--- src/rtl/thr_ofs_pkg.sv ---
package thr_ofs_pkg;

    typedef enum logic [1:0] {
        SEL_EMPTY_LO = 2'd0,
        SEL_EMPTY_HI = 2'd1,
        SEL_FULL_LO  = 2'd2,
        SEL_FULL_HI  = 2'd3
    } ofs_sel_e;

    localparam int unsigned NUM_OFS = 4;

endpackage

--- src/rtl/ofs_ptr_fsm.sv ---
module ofs_ptr_fsm
    import thr_ofs_pkg::*;
(
    input  logic     clk,
    input  logic     rst_n,
    input  logic     step,
    output ofs_sel_e sel
);

    ofs_sel_e state_q;
    ofs_sel_e state_d;

    always_ff @(posedge clk or negedge rst_n) begin
        if (!rst_n) begin
            state_q <= SEL_EMPTY_LO;
        end else begin
            state_q <= state_d;
        end
    end

    always_comb begin
        state_d = state_q;
        if (step) begin
            unique case (state_q)
                SEL_EMPTY_LO: state_d = SEL_EMPTY_HI;
                SEL_EMPTY_HI: state_d = SEL_FULL_LO;
                SEL_FULL_LO:  state_d = SEL_FULL_HI;
                SEL_FULL_HI:  state_d = SEL_EMPTY_LO;
                default:      state_d = SEL_EMPTY_LO;
            endcase
        end
    end

    assign sel = state_q;

endmodule

--- src/rtl/ofs_bank.sv ---
module ofs_bank
    import thr_ofs_pkg::*;
#(
    parameter int unsigned BYTE_W = 8,
    parameter logic [BYTE_W-1:0] DEF_LO = 8'h07,
    parameter logic [BYTE_W-1:0] DEF_HI = 8'h00,
    localparam int unsigned FLAT_W = NUM_OFS * BYTE_W
) (
    input  logic              clk,
    input  logic              rst_n,
    input  logic              wr_stb,
    input  ofs_sel_e          sel,
    input  logic [BYTE_W-1:0] wr_byte,
    output logic [FLAT_W-1:0] bytes_flat
);

    for (genvar i = 0; i < NUM_OFS; i++) begin : g_byte
        localparam logic [BYTE_W-1:0] DEF_VAL = (i % 2 == 0) ? DEF_LO : DEF_HI;
        logic [BYTE_W-1:0] val_q;

        always_ff @(posedge clk or negedge rst_n) begin
            if (!rst_n) begin
                val_q <= DEF_VAL;
            end else if (wr_stb && (sel == ofs_sel_e'(i))) begin
                val_q <= wr_byte;
            end
        end

        assign bytes_flat[i*BYTE_W +: BYTE_W] = val_q;
    end

endmodule

--- src/rtl/ofs_readback.sv ---
module ofs_readback
    import thr_ofs_pkg::*;
#(
    parameter int unsigned BYTE_W = 8,
    localparam int unsigned FLAT_W = NUM_OFS * BYTE_W
) (
    input  logic              clk,
    input  logic              rst_n,
    input  logic              rd_stb,
    input  ofs_sel_e          sel,
    input  logic [FLAT_W-1:0] bytes_flat,
    output logic              rb_valid,
    output logic [BYTE_W:0]   rb_data
);

    logic [BYTE_W-1:0] picked;

    always_comb begin
        unique case (sel)
            SEL_EMPTY_LO: picked = bytes_flat[0*BYTE_W +: BYTE_W];
            SEL_EMPTY_HI: picked = bytes_flat[1*BYTE_W +: BYTE_W];
            SEL_FULL_LO:  picked = bytes_flat[2*BYTE_W +: BYTE_W];
            SEL_FULL_HI:  picked = bytes_flat[3*BYTE_W +: BYTE_W];
            default:      picked = '0;
        endcase
    end

    always_ff @(posedge clk or negedge rst_n) begin
        if (!rst_n) begin
            rb_valid <= 1'b0;
            rb_data  <= '0;
        end else begin
            rb_valid <= rd_stb;
            if (rd_stb) begin
                rb_data <= {1'b0, picked};
            end
        end
    end

endmodule

--- src/rtl/thresh_offset_regs.sv ---
module thresh_offset_regs
    import thr_ofs_pkg::*;
#(
    parameter int unsigned BYTE_W = 8,
    parameter logic [BYTE_W-1:0] DEF_LO = 8'h07,
    parameter logic [BYTE_W-1:0] DEF_HI = 8'h00,
    localparam int unsigned THR_W = 2 * BYTE_W,
    localparam int unsigned FLAT_W = NUM_OFS * BYTE_W
) (
    input  logic             clk,
    input  logic             rst_n,
    input  logic             load_n,
    input  logic             wr_en_n,
    input  logic             rd_en_a_n,
    input  logic             rd_en_b_n,
    input  logic [BYTE_W:0]  din,
    output logic [BYTE_W:0]  rb_data,
    output logic             rb_valid,
    output logic [THR_W-1:0] ae_thresh,
    output logic [THR_W-1:0] af_thresh
);

    logic              wr_stb;
    logic              rd_stb;
    ofs_sel_e          sel;
    logic [FLAT_W-1:0] bytes_flat;

    assign wr_stb = !load_n && !wr_en_n;
    assign rd_stb = !load_n && !rd_en_a_n && !rd_en_b_n && !wr_stb;

    ofs_ptr_fsm u_ptr (
        .clk   (clk),
        .rst_n (rst_n),
        .step  (wr_stb || rd_stb),
        .sel   (sel)
    );

    ofs_bank #(
        .BYTE_W (BYTE_W),
        .DEF_LO (DEF_LO),
        .DEF_HI (DEF_HI)
    ) u_bank (
        .clk        (clk),
        .rst_n      (rst_n),
        .wr_stb     (wr_stb),
        .sel        (sel),
        .wr_byte    (din[BYTE_W-1:0]),
        .bytes_flat (bytes_flat)
    );

    ofs_readback #(
        .BYTE_W (BYTE_W)
    ) u_rb (
        .clk        (clk),
        .rst_n      (rst_n),
        .rd_stb     (rd_stb),
        .sel        (sel),
        .bytes_flat (bytes_flat),
        .rb_valid   (rb_valid),
        .rb_data    (rb_data)
    );

    assign ae_thresh = bytes_flat[0 +: THR_W];
    assign af_thresh = bytes_flat[THR_W +: THR_W];

endmodule

--- config.mk ---
export PLATFORM = sky130hd
export DESIGN_NAME = thresh_offset_regs
export DESIGN_NICKNAME = d
export VERILOG_FILES = /design/src/rtl/thr_ofs_pkg.sv /design/src/rtl/ofs_ptr_fsm.sv /design/src/rtl/ofs_bank.sv /design/src/rtl/ofs_readback.sv /design/src/rtl/thresh_offset_regs.sv
export SDC_FILE = /design/constraint.sdc
export NUM_CORES = 1
export LEC_CHECK = 0
export CORE_MARGIN = 10
export CORE_UTILIZATION = 47
export CTS_CLUSTER_SIZE = 25
export DETAILED_ROUTE_END_ITERATION = 6
export PLACE_DENSITY = 0.79
export SYNTH_ARGS = -nofsm -noshare
export SYNTH_HDL_FRONTEND = slang
export SYNTH_SLANG_ARGS = --single-unit
--- constraint.sdc ---
create_clock -name clk -period 2.3 [get_ports clk]
set_clock_uncertainty 0.1 [all_clocks]
set_input_delay 0.46 -clock clk [delete_from_list [all_inputs] [get_ports clk]]
set_output_delay 0.46 -clock clk [all_outputs]
set_load 0.01 [all_outputs]
==> impl_metrics.tcl, run 1 <==
set metrics [dict create \
    synth_cell_types 21 \
    start_util 0.486 \
    ys_seq_area_frac 0.558 \
    reg2reg_depth 4 \
    nets 233 \
    cpPeakStageDelay_ns 0.57 \
    wl_per_cell_um 19.5 \
    dr.pass1.iters 4 \
    ctsHoldBuffers 0 \
    core_area_mm2 0.00400 \
    drc 0 \
    clock-sinks 43 \
    first_iter_violations 83 \
    clk_pin_slew_ns 0.08 \
    cp.depth 1 \
    hpwl_mm 3.75 \
    grt_pass1_wl_mm 8.29 \
    slowest_stage "clkdlybuf4s50_1" \
    setup_slack_ns 0.328 \
    io_buffers 54 \
    multi_input_area_um2 746 \
    powerDensity_mw_per_mm2 1490 \
    setup_tns_ns 0 \
    avgSynthCellArea_um2 12.5 \
    yosysTopAreaCell "dfrtp_1" \
    fmax_mhz 507 \
    relSlewSlack 0.530 \
    p_leak_nw 1.19 \
    die_area_mm2 0.00711 \
    slew_viol_final 0 \
    vdd_drop_max_uv 887 \
    power_frac_clock 0.151 \
    clock_path_buffers 2 \
    startpoint_type "flip-flop" \
    layout-drive-gt1-share 0.271 \
    synth-seq-cells 43 \
    yosys_warnings 0 \
    fp.dieW_um 84.3 \
    postCtsSetupBuffers 0 \
    clkLatencyLatePin_ns 0.29 \
    gp_congestion 0.823 \
    routed_via_density 5.33 \
    crit_fanout 3 \
    antenna_found_initial 0 \
    cts-root-buf "clkbuf_8" \
    holdCritPathClass "in -> async" \
    synth-edff-count 0 \
    power_switching_w 0.00136 \
    worst_pin_slew_ns 0.705 \
    crit_family "buffers and inverters" \
    final-hold-violation-count 0 \
    syn-num-nets 175 \
    internal_power_w 0.00261 \
    combPwrFrac 0.479 \
    ioPinCount 57 \
    ys.flop_type "dfrtp_1" \
    fill_cells 296 \
    synth-async-reset-ratio 1.00 \
    final-setup-viol-count 0 \
    crit_type "reg -> out" \
    seqCellArea_mm2 0.00108 \
    antenna_left 0 \
    syn_inst 155 \
    finalCritPeriodShare 0.857 \
    synth_area_leaders "dfrtp_1 (48%), mux2_2 (19%), dfstp_2 (8.1%)" \
    area_growth_syn_to_layout_pct 37.2 \
    cp.arrival_ns 1.41 \
    yosysMostFrequentCell "dfrtp_1" \
    finalCriticalPeriod_ns 1.97 \
    crit_start "u_bank.g_byte[0].val_q[2]" \
    cts_tree "yes" \
    fin_hold_ws_ns 0.0324 \
    seq_power_share 0.370 \
    num_vias 1407 \
    drv_cap 0 \
    synth_top_area_frac 0.476 \
    wirelength_mm 5.16 \
    worstSetupEndpointType "output pin" \
    r2r_start "u_ptr.sel[1]" \
    grt_pass1_vias 1576 \
    crit_buf_inv 1 \
    diodes 0 \
    grt-ovfl-total 0 \
    status "complete, no violations" \
    worstPathRequired_ns 1.74 \
    grt_max_degree 23 \
    syn_area_mm2 0.00194 \
    rsz0062_at_grt "false" \
    preCtsSetupSlack_ns 0.159 \
    crit_chain "clkdlybuf4s50_1" \
    cts_resized 0 \
    switching_share 0.342 \
    synth_common_cells "dfrtp_1 (37), mux2_2 (33), a21oi_1 (15)" \
    row_count 23 \
    cts_buffers 5 \
    die_h_um 84.3 \
    h-tree-depth 2 \
    grt_usage 0.145 \
]
==> per-stage QoR <==
stage / area (um^2) / instances / power (W) / utilization
after global placement: 2550 / 256 / 0.00331 / 0.637
after global routing: 2670 / 264 / 0.00422 / 0.667
after CTS: 2670 / 264 / 0.00401 / 0.667
after floorplan: 1940 / 155 / 0.00232 / -
after detailed placement: 2550 / 256 / 0.00339 / 0.637
final: 2670 / 264 / 0.00397 / 0.667
==> power by group through the flow <==
stage	registers, W	clock network (W)	logic [W]
2_1_floorplan	0.00159	0	0.000734
3_3_place_gp	0.00145	0	0.00187
3_5_place_dp	0.00148	0	0.00191
4_1_cts	0.00147	0.000615	0.00192
5_1_grt	0.00151	0.000655	0.00205
6_report	0.00147	0.000599	0.00190
==> path summary, 6_finish.rpt <==
path                                                   to  slack, ns
max in group asynchronous       u_bank.g_byte[2].val_q[1]       1.49
worst min-delay path                      u_rb.rb_data[1]       0.03
worst max-delay path                         ae_thresh[2]       0.33
worst min register to register            u_rb.rb_data[6]       0.41
worst max register to register  u_bank.g_byte[3].val_q[1]       0.38
min in group clk                          u_rb.rb_data[6]       0.41
==> state kept, by name (all words and copies together), names as in the netlist <==
| name | flops |
|---|---|
| u_rb.rb_valid | 1 |
| u_bank.g_byte.val_q | 32 |
| u_rb.rb_data | 8 |
| u_ptr.sel | 2 |
==> area by class of cell <==
cell class / instances / share of cell area
Sequential cell: 43 / 0.406
Clock inverter: 2 / 0.0131
Tap cell: 50 / 0.0235
Inverter: 11 / 0.0155
Clock buffer: 6 / 0.0310
Timing Repair Buffer: 63 / 0.231
Multi-Input combinational cell: 89 / 0.280
==> layout by cell type, fill, tap and decap left out, types with 4 or more instances in the layout <==
cell type and count:
clkdlybuf4s50_1 53, dfrtp_1 37, mux2_2 33, a21oi_1 15
inv_1 11, a22oi_1 8, nand2_1 8, a22o_1 8
buf_4 8, clkbuf_8 6, dfstp_2 6, ha_1 5
and2_1 4
==> per-layer routing <==
layer  wire, um  track usage  share of wire
met2       2500        0.232           0.49
met4         89       0.0609          0.017
met5          0            0              0
met3        394       0.0647          0.076
met1       2170        0.165           0.42
==> kinds of logic after synthesis <==
group / count (synthesis) / share of synthesized area
DFF: 43 / 0.558
muxes: 34 / 0.196
AOI/OAI and AO/OA: 33 / 0.114
buffers and inverters: 23 / 0.0586
and+or+nand+nor: 16 / 0.0393
adders and majority gates: 5 / 0.0322
other: 1 / 0.00193
No activity file was read; power rests on OpenSTA's default activity.
==> inputs of run 2 (changes only) <==
- MAX_ROUTING_LAYER: unset -> met4
==> run 2 against run 1 <==
Compared with the run above: first-iteration DRC count rose by 7.2%; routed wire length up 0.91%; sequential cell count is the same; die area is the same; cell count is the same; critical path depth is the same; sequential power about the same; sequential share of layout area is the same; combinational power hardly changed.
==> impl_metrics.tcl, run 2 (synthesis results as in run 1) <==
set metrics [dict create \
    status "complete, no violations" \
    area_growth_syn_to_layout_pct 37.2 \
    worstSetupEndpointType "output pin" \
    startpoint_type "flip-flop" \
    internal_power_w 0.00261 \
    num_vias 1411 \
    final-hold-violation-count 0 \
    postCtsSetupBuffers 0 \
    combPwrFrac 0.478 \
    nets 233 \
    grt-ovfl-total 0 \
    cts_resized 0 \
    clkLatencyLatePin_ns 0.29 \
    crit_chain "clkdlybuf4s50_1" \
    holdCritPathClass "in -> async" \
    clk_pin_slew_ns 0.08 \
    ioPinCount 57 \
    final-setup-viol-count 0 \
    ctsHoldBuffers 0 \
    worstPathRequired_ns 1.74 \
    wirelength_mm 5.20 \
    clock-sinks 43 \
    gp_congestion 0.835 \
    crit_type "reg -> out" \
    final_core_utilization 0.667 \
    wl_per_cell_um 19.7 \
    crit_buf_inv 1 \
    powerDensity_mw_per_mm2 1490 \
    diodes 0 \
    cts_buffers 5 \
    fmax_mhz 507 \
    top_register "u_bank.g_byte.val_q" \
    grt_pass1_vias 1574 \
    start_util 0.486 \
    power_switching_w 0.00136 \
    slew_viol_final 0 \
    worst_pin_slew_ns 0.677 \
    place_inst 256 \
    h-tree-depth 2 \
    crit_fanout 3 \
    layout-drive-gt1-share 0.271 \
    vdd_drop_max_uv 893 \
    dr.pass1.iters 4 \
    final_area_mm2 0.00267 \
    layout_commonest_cell "clkdlybuf4s50_1" \
    power_frac_clock 0.152 \
    fill_cells 296 \
    routed_via_density 5.34 \
    drv_cap 0 \
    place_area_mm2 0.00255 \
    finalCritPeriodShare 0.858 \
    finalCriticalPeriod_ns 1.97 \
    final_cell_mix "clkdlybuf4s50_1 (53), dfrtp_1 (37), mux2_2 (33)" \
    die_h_um 84.3 \
    fin_cells 264 \
    clock_path_buffers 2 \
    rsz0062_at_grt "false" \
    io_buffers 54 \
    relSlewSlack 0.548 \
    grt_usage 0.150 \
    drc 0 \
    first_iter_violations 89 \
    p_leak_nw 1.19 \
    grt_pass1_wl_mm 8.29 \
    switching_share 0.343 \
    row_count 23 \
    total_power_w 0.00398 \
    cp.arrival_ns 1.41 \
    slowest_stage "clkdlybuf4s50_1" \
    cts_tree "yes" \
    setup_tns_ns 0 \
    core_area_mm2 0.00400 \
    fp.dieW_um 84.3 \
    hpwl_mm 3.75 \
    largest_register_ffs 32 \
    crit_family "buffers and inverters" \
    antenna_left 0 \
    cts-root-buf "clkbuf_8" \
    die_area_mm2 0.00711 \
    grt_max_degree 23 \
    antenna_found_initial 0 \
    seq_power_share 0.370 \
    cpPeakStageDelay_ns 0.57 \
]
-- run 2: cell counts in the layout (fill, tap and decap cells not counted) --
No cell type changed its count.
-- run 2: routing by layer --
metal  vias up  wire [um]  track usage
li1        648          -            -
met1       703       2310        0.172
met2        52       2500        0.233
met3         8        316       0.0512
met4         0         74       0.0609
met5         -          0            -
-- run 2: stage by stage --
stage,setup slack [ns],hold WS (ns)
2_1_floorplan,0.532,0.0644
3_3_place_gp,0.214,0.348
3_5_place_dp,0.159,0.365
4_1_cts,0.316,0.0443
5_1_grt,0.289,0.0561
6_report,0.326,0.0302
-- run 2: final cells by class --
cell class	count	area [um^2]	share of cell area
multi-input combinational	89	746	0.280
timing repair buffer	63	616	0.231
clock buffer	6	82.6	0.0310
sequential	43	1080	0.406
clock inverter	2	35.0	0.0131
tap	50	62.6	0.0235
inverter	11	41.3	0.0155
-- run 2: path summary, 6_finish.rpt --
check | from | to | slack (ns) | depth (start not counted)
setup reg to reg | u_ptr.sel[1] | u_bank.g_byte[3].val_q[1] | 0.39 | 4
hold / removal | rst_n | u_rb.rb_data[1] | 0.03 | 1
min in group clk | u_rb.rb_data[6] | u_rb.rb_data[6] | 0.42 | 1
setup / recovery | u_bank.g_byte[0].val_q[2] | ae_thresh[2] | 0.33 | 1
hold reg to reg | u_rb.rb_data[6] | u_rb.rb_data[6] | 0.42 | 1
max in group asynchronous | rst_n | u_bank.g_byte[2].val_q[1] | 1.50 | 2
-- run 2: power by group through the flow --
stage | Sequential [W] | Combinational (W) | Clock, W
6_report | 0.00147 | 0.00190 | 0.000605
5_1_grt | 0.00151 | 0.00205 | 0.000655
4_1_cts | 0.00147 | 0.00192 | 0.000615
3_5_place_dp | 0.00148 | 0.00191 | 0
3_3_place_gp | 0.00145 | 0.00187 | 0
2_1_floorplan | 0.00159 | 0.000734 | 0
==> inputs of run 3 (changes only) <==
- CORE_UTILIZATION: 47 -> 49
- CTS_BUF_LIST: unset -> sky130_fd_sc_hd__clkbuf_8
- PLACE_DENSITY: 0.79 -> 0.82
==> run 3 against run 2 <==
Compared with the run above: die area decreased by 3.1%; sequential share of layout area rose by 0.37 points; routed wire length is 5.5% lower; critical endpoint is now ae_thresh[1]; largest cell class unchanged.
==> impl_metrics.tcl, run 3 (synthesis results as in run 1) <==
set metrics [dict create \
    worstSetupEndpointType "output pin" \
    worst_pin_slew_ns 0.680 \
    grt_pass1_vias 1540 \
    cts_resized 0 \
    ioPinCount 57 \
    die_area_mm2 0.00688 \
    final_cell_mix "clkdlybuf4s50_1 (53), dfrtp_1 (37), mux2_2 (33)" \
    switching_share 0.350 \
    place_area_mm2 0.00256 \
    combPwrFrac 0.495 \
    grt_max_degree 44 \
    crit_buf_inv 1 \
    reg2reg_depth 5 \
    final-hold-violation-count 0 \
    drc 0 \
    start_util 0.519 \
    hpwl_mm 3.68 \
    layout-drive-gt1-share 0.269 \
    diodes 0 \
    row_count 22 \
    wl_per_cell_um 18.6 \
    clock-sinks 43 \
    crit_fanout 3 \
    num_vias 1434 \
    crit_chain "clkdlybuf4s50_1" \
    layout_commonest_cell "clkdlybuf4s50_1" \
    powerDensity_mw_per_mm2 1440 \
    dr.pass1.iters 4 \
    cts-root-buf "clkbuf_8" \
    grt_usage 0.146 \
    p_leak_nw 1.19 \
    preCtsSetupSlack_ns 0.197 \
    slowest_stage "dfstp_2" \
    finalCritPeriodShare 0.847 \
    drv_cap 0 \
    clkLatencyLatePin_ns 0.29 \
    setup_tns_ns 0 \
    routed_via_density 5.43 \
    rrSetupSlack_ns 0.46 \
    ctsHoldBuffers 0 \
    antenna_found_initial 0 \
    grt_pass1_wl_mm 8.07 \
    power_frac_clock 0.117 \
    rsz0062_at_grt "false" \
    postCtsSetupBuffers 0 \
    wirelength_mm 4.92 \
    largest_register_ffs 32 \
    power_switching_w 0.00133 \
    fp.dieW_um 83.0 \
    final-setup-viol-count 0 \
    cts_tree "yes" \
    clock_path_buffers 2 \
    h-tree-depth 2 \
    fin_hold_ws_ns 0.0221 \
    cp.depth 1 \
    r2r_start "u_ptr.sel[1]" \
    status "complete, no violations" \
    crit_type "reg -> out" \
    final_core_utilization 0.706 \
    gp_congestion 0.804 \
    slew_viol_final 0 \
    clk_pin_slew_ns 0.08 \
    vdd_drop_max_uv 769 \
    nets 235 \
    grt-ovfl-total 0 \
    worstPathRequired_ns 1.74 \
    fmax_mhz 513 \
    cts_buffers 5 \
    seq_power_share 0.388 \
    antenna_left 0 \
    setup_slack_ns 0.352 \
    finalCriticalPeriod_ns 1.95 \
    top_register "u_bank.g_byte.val_q" \
    relSlewSlack 0.547 \
    first_iter_violations 100 \
    cp.arrival_ns 1.39 \
    area_growth_syn_to_layout_pct 36.0 \
    cpPeakStageDelay_ns 0.55 \
    die_h_um 83.0 \
    holdCritPathClass "in -> async" \
    io_buffers 54 \
    internal_power_w 0.00247 \
    crit_family "flip-flops" \
    r2r-end "u_bank.g_byte[1].val_q[0]" \
    core_area_mm2 0.00374 \
    startpoint_type "flip-flop" \
    final_area_mm2 0.00264 \
]
-- run 3: layout make-up --
cell class	instances	area, um^2
fill	274	1100
sequential	43	1080
multi-input combinational	89	746
timing repair buffer	65	631
clock buffer	5	68.8
tap	48	60.1
inverter	11	41.3
clock inverter	3	12.5
-- run 3: power groups by stage --
stage	clock network [W]	registers, W	logic [W]
detailed placement	0	0.00148	0.00190
finish	0.000444	0.00147	0.00188
CTS	0.000452	0.00147	0.00191
global route	0.000505	0.00153	0.00204
global placement	0	0.00145	0.00185
floorplan	0	0.00159	0.000734
-- run 3: stage by stage --
step / std cells / total power (W)
finish: 264 / 0.00380
global route: 264 / 0.00407
CTS: 264 / 0.00384
detailed placement: 256 / 0.00338
global placement: 256 / 0.00330
floorplan: 155 / 0.00232
-- run 3: worst max-delay path by stage --
stage,end,from
detailed placement,u_rb.rb_data[1],load_n
global placement,u_rb.rb_data[0],load_n
global route,ae_thresh[1],u_bank.g_byte[0].val_q[1]
floorplan,u_bank.g_byte[2].val_q[3],u_ptr.sel[0]
finish,ae_thresh[1],u_bank.g_byte[0].val_q[1]
CTS,ae_thresh[1],u_bank.g_byte[0].val_q[1]
-- run 3: per-layer routing --
layer | track usage | part of all wire | vias up
met5 | - | 0 | -
li1 | - | - | 657
met1 | 0.174 | 0.45 | 703
met2 | 0.223 | 0.47 | 66
met3 | 0.0537 | 0.067 | 8
met4 | 0.0462 | 0.017 | 0
